[src/rtl/periph_addr_decoder.sv]
module periph_addr_decoder #(
  parameter bit RAM_USE_A9     = 1'b1,
  parameter bit IO_FULL_DECODE = 1'b1,
  parameter int AW             = 10,
  parameter int XW             = 7
) (
  input  logic [AW-1:0] addr,
  input  logic          rom_sel_n,
  input  logic          cs_n,
  input  logic          rd_wr_n,
  input  logic          phi2,
  output logic          rom_en,
  output logic          rom_oe,
  output logic          ram_sel,
  output logic          io_sel,
  output logic [XW-1:0] xlat_addr,
  output logic          xlat_cs_hi,
  output logic          xlat_io_mode
);

  logic low_page;
  logic ram_a9_ok;
  logic io_window;

  assign rom_en = ~rom_sel_n & cs_n & rd_wr_n;
  assign rom_oe = rom_en & phi2;

  assign low_page  = ~cs_n & ~addr[6];
  assign ram_a9_ok = RAM_USE_A9 ? ~addr[9] : 1'b1;
  assign ram_sel   = rom_sel_n & low_page & ~addr[7] & ram_a9_ok;

  generate
    if (IO_FULL_DECODE) begin : g_io_full
      assign io_window = ~|{addr[9:8], addr[5:4]};
    end else begin : g_io_mirror
      assign io_window = ~|addr[9:8];
    end
  endgenerate

  assign io_sel = low_page & addr[7] & io_window;

  assign xlat_addr    = {1'b0, addr[5], addr[4] | addr[7], addr[3:0]};
  assign xlat_cs_hi   = ~addr[6];
  assign xlat_io_mode = addr[7];

  always_comb begin
    a_r9_one_select: assert ($onehot0({rom_en, ram_sel, io_sel}));
    if (addr[6]) begin
      a_r8_adapter_hole: assert (!ram_sel && !io_sel);
    end
    if (!rd_wr_n) begin
      a_r3_no_rom_write: assert (!rom_en && !rom_oe);
    end
    if (!phi2) begin
      a_r2_phase_gate: assert (!rom_oe);
    end
    if (addr == AW'(10'h1FF)) begin
      a_r8_stack_top: assert (!ram_sel);
    end
    if (cs_n) begin
      a_r4_cs_needed: assert (!ram_sel && !io_sel);
    end
  end

endmodule

[config.mk]
export PLATFORM = sky130hd
export DESIGN_NAME = periph_addr_decoder
export DESIGN_NICKNAME = d
export VERILOG_FILES = /design/src/rtl/periph_addr_decoder.sv
export SDC_FILE = /design/constraint.sdc
export NUM_CORES = 1
export LEC_CHECK = 0
export ABC_AREA = 1
export CORE_AREA = 2 2 39 41
export DETAILED_ROUTE_END_ITERATION = 7
export DIE_AREA = 0 0 41 43
export DONT_BUFFER_PORTS = 1
export GPL_TIMING_DRIVEN = 0
export PLACE_DENSITY_LB_ADDON = 0.3
export RECOVER_POWER = 25
export SLEW_MARGIN = 20
export SYNTH_ARGS = -nofsm -noshare
export SYNTH_HDL_FRONTEND = slang
export SYNTH_SLANG_ARGS = --single-unit
[constraint.sdc]
create_clock -name vclk -period 0.8
set_input_delay 0.16 -clock vclk [all_inputs]
set_output_delay 0.16 -clock vclk [all_outputs]
set_load 0.01 [all_outputs]
==> impl_metrics.tcl <==
set metrics [dict create \
    status "completed" \
    cp_data_arrival_time_ns 0.53 \
    max_stage_delay_ns 0.20 \
    syn_nets 38 \
    fp.dieH_um 43 \
    yosys-top-cells-count "buf_4 (7), nor2_1 (6), nand2_1 (4)" \
    path_cells "nor2_2, nand2_1, nor2_1" \
    cp_max_fo 2 \
    ios 27 \
    ant_nets 0 \
    power-per-cell-area_nw_per_um2 423.1 \
    routabilityCongestion 0.5641 \
    vias 132 \
    grt_max_degree 5 \
    drtIter0Drc 0 \
    synth_area_um2 122.6 \
    yosys.area_share.adder_pct 0 \
    core_area_um2 1384 \
    p_total_w 0.00005718 \
    drv_slew 0 \
    grt_pass1_vias 66 \
    setup_ws_ns 0.1074 \
    via_per_inst 3.300 \
    totalWireLength_um 249 \
    design.seq.count 0 \
    finalCritPeriodShare_pct 86.58 \
    post_cts_resized 0 \
    synth_top_cell_by_area "buf_4" \
    cts_hold_buf 0 \
    synth_cells 24 \
    regArea_um2 0 \
    die_w_um 41 \
    io_buffers 0 \
    synth_warnings 0 \
    initial_core_util_pct 8.861 \
    cap_violations 0 \
    place_ws_ns 0.09100 \
    drc 0 \
    peakVddDrop_mv 0.06612 \
    crit_slowest_cell "nor2_1" \
    worstSetupPathType "in -> out" \
    clkbuf_count 0 \
    die_area_um2 1763 \
    hold_viol 0 \
    synth_compound_area_share_pct 0 \
    period_minus_slack_ns 0.6926 \
    diodes 0 \
    clock.fmax_mhz 1444 \
    fin_hold_ws_ns 0.3654 \
    rows 14 \
    first_pass_iters 1 \
    antenna_found_initial 0 \
    synth_top_family_by_area "buffers and inverters" \
    synth-xor-area-share_pct 0 \
    fin_util_pct 9.765 \
    post_cts.repair.setup_buffers 0 \
    grt-ovfl-total 0 \
    hp-class "in -> out" \
    crit_family "simple AND/OR/NAND/NOR gates" \
    required_ns 0.64 \
    syn_avg_cell_area_um2 5.109 \
    area_growth_pct 10.20 \
    layout.nets 40 \
    fin_setup_tns_ns 0 \
    cp-start-kind "input pin" \
    synthMuxAreaShare_pct 0 \
    layout-drive-gt1-share_pct 25.00 \
    grt.total_usage_pct 1.898 \
    grt_first_pass_wirelength_um 234 \
    detailed_place_hpwl_um 255.7 \
    synth-simple-area-share_pct 44.90 \
    synth_area_leaders "buf_4 (43%), nor2_1 (18%), nand2_1 (12%), inv_1 (9.2%), nor2_2 (5.1%)" \
    yosysTopAreaCellShare_pct 42.86 \
    wl_per_cell_um 6.225 \
    setup_viol 0 \
    synth_cell_type_count 8 \
    rsz0062_at_grt "false" \
    worstSetupEndpointType "output port" \
    worst-path-buf-inv 0 \
    p_leak_nw 0.06369 \
    synth_seq_area_share_pct 0 \
    yosysMostFrequentCell "buf_4" \
]
==> power breakdown <==
part           switching [W]  internal, W
Combinational      0.0000309    0.0000263
Sequential                 0            0
Clock                      0            0
Total              0.0000309    0.0000263
==> metal layers <==
metal,track usage (%),wire length [um]
met4,0,0
met1,2.848,92
met3,0,75
met2,3.125,80
met5,0,0
==> metrics by stage <==
stage	instance area (um2)	cells
after floorplan	122.6	24
after global placement	142.6	40
after detailed placement	142.6	40
after CTS	142.6	40
after global routing	135.1	40
final	135.1	40
==> area by class of cell <==
type	count	area (um2)
tap	16	20.02
fill	165	1249
inverter	3	11.26
multi-input combinational	14	58.81
buffer	7	45.04
==> final timing paths <==
check	startpoint	to	slack, ns	depth (start not counted)
setup / recovery	addr[6]	io_sel	0.11	3
hold / removal	addr[6]	xlat_cs_hi	0.37	1
==> logic make-up (layout without fill, tap and decap cells) <==
| group | count (synthesis) | after routing |
|---|---|---|
| buf+inv | 10 | 10 |
| other cells | 1 | 1 |
| simple gates | 13 | 13 |
==> layout by cell type, fill, tap and decap left out <==
| cell | instances |
|---|---|
| buf_4 | 5 |
| or2_1 | 1 |
| nand2_1 | 4 |
| nor2_2 | 1 |
| nor2_1 | 6 |
| clkbuf_1 | 2 |
| nor3_1 | 1 |
| conb_1 | 1 |
| inv_1 | 3 |
No activity file was read; power rests on OpenSTA's default activity.
